### src/rtl/cpt_pkg.sv
package cpt_pkg;
  localparam int unsigned CNT_W  = 8;
  localparam int unsigned TAP_W  = $clog2(CNT_W);
  localparam int unsigned ADDR_W = 2;

  typedef enum logic [ADDR_W-1:0] {
    ADR_CTRL = 2'd0,
    ADR_LO   = 2'd1,
    ADR_HI   = 2'd2,
    ADR_IRQ  = 2'd3
  } reg_addr_e;

  typedef struct packed {
    logic [TAP_W-1:0] tap;
    logic             chain;
    logic             src_sel;
  } ctrl_t;
endpackage

### src/rtl/cpt_tick_route.sv
module cpt_tick_route (
  input  logic src_sel_i,
  input  logic chain_i,
  input  logic tick_a_i,
  input  logic tick_b_i,
  input  logic lo_carry_i,
  output logic lo_inc_o,
  output logic hi_inc_o
);
  always_comb begin
    lo_inc_o = src_sel_i ? tick_b_i : tick_a_i;
    hi_inc_o = chain_i ? lo_carry_i : tick_b_i;
  end
endmodule

### src/rtl/cpt_counter.sv
module cpt_counter #(
  parameter int unsigned W = 8
) (
  input  logic         clk_i,
  input  logic         rst_ni,
  input  logic         inc_i,
  input  logic         we_i,
  input  logic [W-1:0] wdata_i,
  output logic [W-1:0] q_o,
  output logic         carry_o
);
  // write beats increment
  always_ff @(posedge clk_i or negedge rst_ni) begin
    if (!rst_ni)    q_o <= '0;
    else if (we_i)  q_o <= wdata_i;
    else if (inc_i) q_o <= q_o + 1'b1;
  end

  assign carry_o = inc_i & ~we_i & (&q_o);

  AST_WRITE_WINS: assert property (@(posedge clk_i) disable iff (!rst_ni)
    we_i |=> q_o == $past(wdata_i));
  AST_INC_STEP: assert property (@(posedge clk_i) disable iff (!rst_ni)
    inc_i && !we_i |=> q_o == W'($past(q_o) + 1'b1));
  AST_HOLD_IDLE: assert property (@(posedge clk_i) disable iff (!rst_ni)
    !inc_i && !we_i |=> $stable(q_o));
endmodule

### src/rtl/cpt_tap_flag.sv
module cpt_tap_flag #(
  parameter int unsigned W     = 8,
  parameter int unsigned TAP_W = $clog2(W)
) (
  input  logic             clk_i,
  input  logic             rst_ni,
  input  logic [W-1:0]     q_i,
  input  logic             inc_i,
  input  logic             we_i,
  input  logic [TAP_W-1:0] tap_i,
  input  logic             clr_i,
  output logic             flag_o
);
  logic [W-1:0] q_next;
  logic         set_evt;

  always_comb begin
    q_next  = q_i + 1'b1;
    set_evt = inc_i & ~we_i & ~q_i[tap_i] & q_next[tap_i];
  end

  // set beats clear
  always_ff @(posedge clk_i or negedge rst_ni) begin
    if (!rst_ni)      flag_o <= 1'b0;
    else if (set_evt) flag_o <= 1'b1;
    else if (clr_i)   flag_o <= 1'b0;
  end

  AST_SET_WINS: assert property (@(posedge clk_i) disable iff (!rst_ni)
    set_evt && clr_i |=> flag_o);
  AST_CLEAR_TAKES: assert property (@(posedge clk_i) disable iff (!rst_ni)
    clr_i && !set_evt |=> !flag_o);
  AST_NO_SET_ON_WRITE: assert property (@(posedge clk_i) disable iff (!rst_ni)
    we_i && !clr_i && !flag_o |=> !flag_o);
endmodule

### src/rtl/cascade_prescale_timer.sv
module cascade_prescale_timer
  import cpt_pkg::*;
(
  input  logic              clk_i,
  input  logic              rst_ni,
  input  logic              tick_a_i,
  input  logic              tick_b_i,
  input  logic              reg_we_i,
  input  logic [ADDR_W-1:0] reg_addr_i,
  input  logic [CNT_W-1:0]  reg_wdata_i,
  output logic [CNT_W-1:0]  reg_rdata_o,
  output logic              irq_o
);
  localparam int unsigned N_CNT   = 2;
  localparam int unsigned CTRL_W  = $bits(ctrl_t);

  ctrl_t            ctrl_q;
  logic             ie_q;
  logic             flag;
  logic [CNT_W-1:0] cnt_q  [N_CNT];
  logic             cnt_we [N_CNT];
  logic             cnt_inc[N_CNT];
  logic             cnt_cy [N_CNT];
  logic             wr_ctrl, wr_irq;

  always_comb begin
    wr_ctrl   = reg_we_i && (reg_addr_i == ADR_CTRL);
    wr_irq    = reg_we_i && (reg_addr_i == ADR_IRQ);
    cnt_we[0] = reg_we_i && (reg_addr_i == ADR_LO);
    cnt_we[1] = reg_we_i && (reg_addr_i == ADR_HI);
  end

  // control register deliberately outside the reset domain
  always_ff @(posedge clk_i) begin
    if (wr_ctrl) ctrl_q <= ctrl_t'(reg_wdata_i[CTRL_W-1:0]);
  end

  always_ff @(posedge clk_i or negedge rst_ni) begin
    if (!rst_ni)     ie_q <= 1'b0;
    else if (wr_irq) ie_q <= reg_wdata_i[1];
  end

  cpt_tick_route i_route (
    .src_sel_i  (ctrl_q.src_sel),
    .chain_i    (ctrl_q.chain),
    .tick_a_i   (tick_a_i),
    .tick_b_i   (tick_b_i),
    .lo_carry_i (cnt_cy[0]),
    .lo_inc_o   (cnt_inc[0]),
    .hi_inc_o   (cnt_inc[1])
  );

  for (genvar g = 0; g < N_CNT; g++) begin : g_cnt
    cpt_counter #(.W(CNT_W)) i_cnt (
      .clk_i   (clk_i),
      .rst_ni  (rst_ni),
      .inc_i   (cnt_inc[g]),
      .we_i    (cnt_we[g]),
      .wdata_i (reg_wdata_i),
      .q_o     (cnt_q[g]),
      .carry_o (cnt_cy[g])
    );
  end

  cpt_tap_flag #(.W(CNT_W), .TAP_W(TAP_W)) i_flag (
    .clk_i  (clk_i),
    .rst_ni (rst_ni),
    .q_i    (cnt_q[1]),
    .inc_i  (cnt_inc[1]),
    .we_i   (cnt_we[1]),
    .tap_i  (ctrl_q.tap),
    .clr_i  (wr_irq && reg_wdata_i[0]),
    .flag_o (flag)
  );

  always_comb begin
    unique case (reg_addr_i)
      ADR_CTRL: reg_rdata_o = CNT_W'(ctrl_q);
      ADR_LO:   reg_rdata_o = cnt_q[0];
      ADR_HI:   reg_rdata_o = cnt_q[1];
      default:  reg_rdata_o = CNT_W'({ie_q, flag});
    endcase
    irq_o = flag & ie_q;
  end

  AST_CHAIN_CARRY: assert property (@(posedge clk_i) disable iff (!rst_ni)
    ctrl_q.chain && cnt_inc[0] && !cnt_we[0] && (&cnt_q[0]) && !cnt_we[1]
    |=> cnt_q[1] == CNT_W'($past(cnt_q[1]) + 1'b1));
  AST_CHAIN_HOLD: assert property (@(posedge clk_i) disable iff (!rst_ni)
    ctrl_q.chain && !(cnt_inc[0] && (&cnt_q[0])) && !cnt_we[1]
    |=> $stable(cnt_q[1]));
  AST_IRQ_QUIET: assert property (@(posedge clk_i) disable iff (!rst_ni)
    wr_irq && !reg_wdata_i[1] |=> !irq_o);
endmodule

### config.mk
export PLATFORM = sky130hd
export DESIGN_NAME = cascade_prescale_timer
export DESIGN_NICKNAME = d
export VERILOG_FILES = /design/src/rtl/cpt_pkg.sv /design/src/rtl/cpt_tick_route.sv /design/src/rtl/cpt_counter.sv /design/src/rtl/cpt_tap_flag.sv /design/src/rtl/cascade_prescale_timer.sv
export SDC_FILE = /design/constraint.sdc
export NUM_CORES = 1
export LEC_CHECK = 0
export BUFFER_PORTS_ARGS = -buffer_cell sky130_fd_sc_hd__buf_4
export CAP_MARGIN = 20
export CORE_MARGIN = 2
export CORE_UTILIZATION = 23
export CTS_CLUSTER_DIAMETER = 60
export DETAILED_ROUTE_END_ITERATION = 12
export HOLD_SLACK_MARGIN = 0.03
export PLACE_DENSITY = 0.4
export SYNTH_ARGS = -nofsm -noshare
export SYNTH_HDL_FRONTEND = slang
export SYNTH_SLANG_ARGS = --single-unit
### constraint.sdc
create_clock -name clk_i -period 2.5 [get_ports clk_i]
set_clock_uncertainty 0.05 [all_clocks]
set_input_delay 0.25 -clock clk_i [delete_from_list [all_inputs] [get_ports clk_i]]
set_output_delay 0.25 -clock clk_i [all_outputs]
set_load 0.05 [all_outputs]
==> impl_metrics.csv, run 1 <==
group,metric,value,unit
run_status,outcome,"finished, final reports clean",
cts,cts_root_buf,"clkbuf_8",
floorplan,dieArea,0.007070,sq mm
floorplan,initial_utilization,0.2350,
timing,fin_crit,1917,ps
worst_hold_path,min_path_type,"in -> reg",
global_route,grt_max_degree,19,
cells_and_area,final_common_cell,"buf_4",
cells_and_area,final_cell_mix,"buf_4, nor2_1, dfrtp_1",
routing,wl_met1,1747,microns
yosys,synth-seq-cells,23,
timing,slew_violations,0,
cells_and_area,area_growth,20.87,%
cts,cts_tree,"yes",
yosys,async_reset_ff_frac,0.7826,
routing,viasPerCell,4.753,
yosys,ys.warnings.count,0,
yosys,synth_area,0.001475,sq mm
timing,finalCritPeriodShare,0.7668,
timing,slew_headroom,0.4963,
cells_and_area,multiInputGateArea,838.3,sq um
critical_path,crit_path_max_fanout,6,
routing,wl_per_cell,15.95,microns
yosys,syn_inst,151,
placement,dp.cells,246,
floorplan,fp.dieH,84.09,microns
yosys,synth.net_count,168,
timing,hold_viol,0,
worst_hold_path,hp-start,"reg_wdata_i[0]",
timing,tns,0,ps
flow_run,cap_violations,0,
yosys,synth-edff-count,5,
timing,rsz0062_at_grt,"false",
routing,vias,1193,
global_route,grt-ovfl-total,0,
global_route,grt_pass1_vias,1266,
critical_path,arrival,2080,ps
critical_path,cp_slowest_cell,"dfrtp_1",
routing,wirelength,4003,microns
cells_and_area,seq_area,600.6,sq um
timing,tightest_slew,754.0,ps
yosys,yosysUniqueCellTypes,33,
placement,dp.final_hpwl,3098,microns
global_route,track_usage,0.1195,
power,power.leakage,0.7156,nW
cts,postCtsSetupBuffers,0,
critical_path,required,2660,ps
cells_and_area,final_cells,251,
cells_and_area,nFillCells,673,
routing,ant_nets,0,
critical_path,critPathMaxStageDelay,450,ps
critical_path,critPathLaunch,"g_cnt[1].i_cnt.q_o[0]",
floorplan,rows,29,
cts,cts_made_buffers,3,
cells_and_area,finalNetCount,192,
floorplan,io_pins,24,
yosys,synth_flop_cell,"dfrtp_1",
timing,setup_viol,0,
critical_path,crit_type,"reg -> reg",
routing,routed-wl-met3,115,microns
cts,clkTransAtPathRegs,90,ps
cts,cts_max_level,1,
cells_and_area,post-route-util,0.2840,
routing,route.met2.wl,2114,microns
placement,gp_congestion,0.7800,
routing,top_layer,"met4",
routing,firstDrtPassIters,4,
yosys,ys_seq_area_frac,0.4071,
routing,drcViolationCount,0,
cts,clkSinkCount,23,
floorplan,die_w,84.09,microns
cts,clk_latency,270,ps
global_route,grt_pass1_wl,6713,microns
global_route,antenna_found_initial,0,
cts,cts_max_path_buffers,2,
critical_path,r2r_start,"g_cnt[1].i_cnt.q_o[0]",
routing,drtIter0Drc,89,
cells_and_area,diodes,0,
floorplan,core,0.006277,sq mm
cells_and_area,postLayoutCellArea,0.001783,sq mm
timing,fmax,521.6,MHz
placement,numPortBuffers,23,
power,power.density,976.8,mW/mm^2
critical_path,startpoint_type,"register",
placement,place_area,0.001727,sq mm
yosys,postSynthAreaPerCell,9.769,sq um
power,vdd_drop_max,0.0002627,V
cells_and_area,layout-drive-gt1-share,0.1954,
timing,post-route-worst-setup-slack,583.0,ps
placement,dp_slack,586.6,ps
critical_path,cp-end-kind,"register",
critical_path,path_cells,"ha_1 > nand2b_1 > mux4_2 > o22a_1 > o21ai_0 > o311a_1",
## sequential cells by signal (all words and copies together), names as in the netlist
name,flops
g_cnt.i_cnt.q_o,16
ctrl_q,5
ie_q,1
i_flag.flag_o,1
## worst paths after layout
path / cells after the start / slack, ps / end
max: 6 / 580 / i_flag.flag_o
min: 1 / 130 / ctrl_q[0]
max reg2reg: 6 / 580 / i_flag.flag_o
min reg2reg: 1 / 480 / ie_q
max in group asynchronous: 2 / 1840 / g_cnt[1].i_cnt.q_o[4]
min in group asynchronous: 2 / 340 / g_cnt[0].i_cnt.q_o[1]
## worst max-delay path, delay by kind of cell, from the launching register on
kind | cells | cell delay (ps)
fa+ha+maj | 1 | 330
simple gates | 1 | 50
mux | 1 | 440
compound gates | 3 | 530
flops | 1 | 450
## where the power goes
group | internal, mW | total, mW | switching (mW)
Clock | 0.112 | 0.241 | 0.130
Sequential | 0.520 | 0.733 | 0.213
Combinational | 0.357 | 0.767 | 0.410
Total | 0.988 | 1.74 | 0.754
## synth_stat cells, drive strengths merged (4+ instances only)
cell type	number	share of area
a21oi	15	0.051
and3	4	0.017
clkbuf	4	0.010
dfrtp	18	0.31
edfxtp	5	0.10
mux2i	8	0.054
nand2	7	0.018
nand3	5	0.017
nor2	19	0.048
nor2b	4	0.022
o21ai	14	0.047
xnor2	8	0.047
xor2	10	0.059
## per-stage QoR
step | power, mW | hold WS (ps)
floorplan | 1.267 | -95.59
global placement | 1.500 | 99.83
detailed placement | 1.514 | 104.3
CTS | 1.761 | 116.0
global route | 1.870 | 115.7
finish | 1.742 | 126.1
## final cells by class
class                   count  share of cell area
clock buffers               3             0.02316
well taps                  77             0.05404
inverters                   3            0.006316
flip-flops and latches     23              0.3368
repair buffers             25              0.1067
multi-input cells         119              0.4702
clock inverters             1            0.002807
## cells by family after synthesis
kind of cell | after synthesis | synth area share
AOI/OAI and AO/OA | 37 | 0.1612
xor gates and xnor gates | 18 | 0.1069
adders and majority gates | 2 | 0.01696
buffers and inverters | 9 | 0.02459
DFF | 23 | 0.4071
muxes | 12 | 0.1103
and+or+nand+nor | 50 | 0.1730
## timing repair
item | 4_1_cts | 5_1_grt
hold buffers | 1 | 0
resized for setup | 0 | 0
endpoints found under the hold margin | 18 | 0
## per-layer routing
layer  vias up  global-route usage
met5         -                   0
met4         0             0.02639
met3         4             0.01682
met2        25              0.2100
met1       576              0.1549
li1        588                   -
Power figures use the tool's default switching activity.
==> inputs of run 2 (changes only) <==
- clock period: 2.5 -> 1.9 ns (I/O delays scaled with it)
==> run 2 against run 1 <==
First-iteration DRC count increased by 20%. Worst hold slack worse by 48 ps. Highest routed layer unchanged. Final area increased by 5.9%. Fmax grew 3.4%. Count of clock-buffer cells in the layout grew 1.
==> impl_metrics.csv, run 2 (synthesis results as in run 1) <==
group,metric,value,unit
critical_path,required,2040,ps
cells_and_area,final_common_cell,"buf_4",
power,power.leakage,0.7746,nW
global_route,grt_pass1_vias,1390,
global_route,grt_pass1_wl,7065,microns
cts,clkTransAtPathRegs,80,ps
routing,wl_per_cell,15.70,microns
routing,ant_nets,0,
routing,vias,1244,
cts,clk_latency,260,ps
cts,cts_made_buffers,3,
cells_and_area,area_growth,27.99,%
floorplan,rows,29,
cells_and_area,finalNetCount,203,
timing,fmax,539.5,MHz
routing,firstDrtPassIters,4,
cells_and_area,top_regs,"g_cnt.i_cnt.q_o: 16 flops, ctrl_q: 5 flops",
routing,wirelength,4113,microns
routing,drtIter0Drc,107,
critical_path,cp-end-kind,"register",
floorplan,io_pins,24,
floorplan,initial_utilization,0.2350,
power,power,2.452,mW
cells_and_area,largest_reg_flops,16,
global_route,track_usage,0.1249,
floorplan,die_w,84.09,microns
global_route,grt-ovfl-total,0,
critical_path,arrival,2000,ps
power,p_switching,1.023,mW
global_route,grt_max_degree,19,
cells_and_area,layout-drive-gt1-share,0.2541,
power,power.density,1298,mW/mm^2
placement,dp_slack,6.188,ps
power,vdd_drop_max,0.0004390,V
cells_and_area,diodes,0,
critical_path,crit_type,"reg -> reg",
placement,gp_congestion,0.8314,
global_route,antenna_found_initial,0,
power,seq_power_share,0.373,
timing,tightest_slew,511.6,ps
timing,rsz0062_at_grt,"true",
cts,cts_max_level,1,
cts,postCtsSetupBuffers,0,
power,comb_power_share,0.503,
timing,hold_viol,0,
cells_and_area,final_cell_mix,"buf_4, nor2_1, dfrtp_1",
cts,cts_root_buf,"clkbuf_8",
floorplan,core,0.006277,sq mm
timing,tns,0,ps
critical_path,startpoint_type,"register",
worst_hold_path,min_path_type,"in -> reg",
cells_and_area,post-route-util,0.3008,
timing,post-route-worst-setup-slack,46.29,ps
timing,setup_viol,0,
floorplan,dieArea,0.007070,sq mm
placement,dp.final_hpwl,3215,microns
run_status,outcome,"finished, final reports clean",
power,clkPwrFrac,0.124,
critical_path,crit_path_max_fanout,2,
routing,viasPerCell,4.748,
timing,finalCritPeriodShare,0.9756,
timing,fin_crit,1854,ps
power,swShare,0.4174,
floorplan,fp.dieH,84.09,microns
cells_and_area,largest_register,"g_cnt.i_cnt.q_o",
cts,clkSinkCount,23,
timing,slew_violations,0,
power,p_int,1.428,mW
flow_run,cap_violations,0,
placement,numPortBuffers,23,
timing,slew_headroom,0.6581,
cts,cts_tree,"yes",
cts,cts_max_path_buffers,2,
cells_and_area,nFillCells,675,
routing,drcViolationCount,0,
## run 2: cell count changes in the layout (fill, tap and decap cells not counted), sizes merged
cell,previous run,this run
buf,24,35
clkbuf,3,4
clkinv,1,0
## run 2: worst paths after layout
path,from,end,slack [ps],cells after the start
max in group asynchronous,rst_ni,i_flag.flag_o,1300,2
min,reg_wdata_i[0],ctrl_q[0],80,1
max,g_cnt[1].i_cnt.q_o[1],i_flag.flag_o,50,6
min reg2reg,ie_q,ie_q,490,1
max reg2reg,g_cnt[1].i_cnt.q_o[1],i_flag.flag_o,50,6
min in group asynchronous,rst_ni,g_cnt[0].i_cnt.q_o[5],290,2
## run 2: power by group through the flow
stage,clock network [mW],registers (mW),logic [mW]
floorplan,0,0.862,0.806
global placement,0,0.910,1.17
detailed placement,0,0.913,1.18
CTS,0.322,0.903,1.19
global route,0.346,0.948,1.36
finish,0.305,0.913,1.23
## run 2: what timing repair did
action	in CTS	in global routing
endpoints found under the hold margin	18	0
hold buffers	1	0
setup endpoints to repair	1	2
gates resized for setup	1	3
pin swaps	0	3
## run 2: area by class of cell
cell class | instances | area [sq um] | share of cell area
clock buffers | 4 | 45.04 | 0.02386
inverters | 3 | 11.26 | 0.005964
multi-input cells | 119 | 862.1 | 0.4566
flip-flops and latches | 23 | 600.6 | 0.3181
well taps | 77 | 96.34 | 0.05103
repair buffers | 36 | 272.8 | 0.1445
## run 2: per-stage QoR
step | instance area, sq um | instances | hold slack (ps)
floorplan | 1475 | 151 | -155.6
global placement | 1809 | 257 | 36.83
detailed placement | 1809 | 257 | 36.43
CTS | 1864 | 262 | 71.59
global route | 1888 | 262 | 69.94
finish | 1888 | 262 | 78.59
## run 2: per-layer routing
layer / global-route usage / wire length (microns)
met1: 0.1591 / 1830
met2: 0.2208 / 2129
met3: 0.01385 / 117
met4: 0.03666 / 36
met5: 0 / 0
## run 2: critical path, cell delays in order (launching register included)
cell and delay, ps:
dfrtp_1 420, ha_4 290, nand2b_4 50, mux4_2 450, o22a_1 210, o21ai_2 120, o311a_1 200
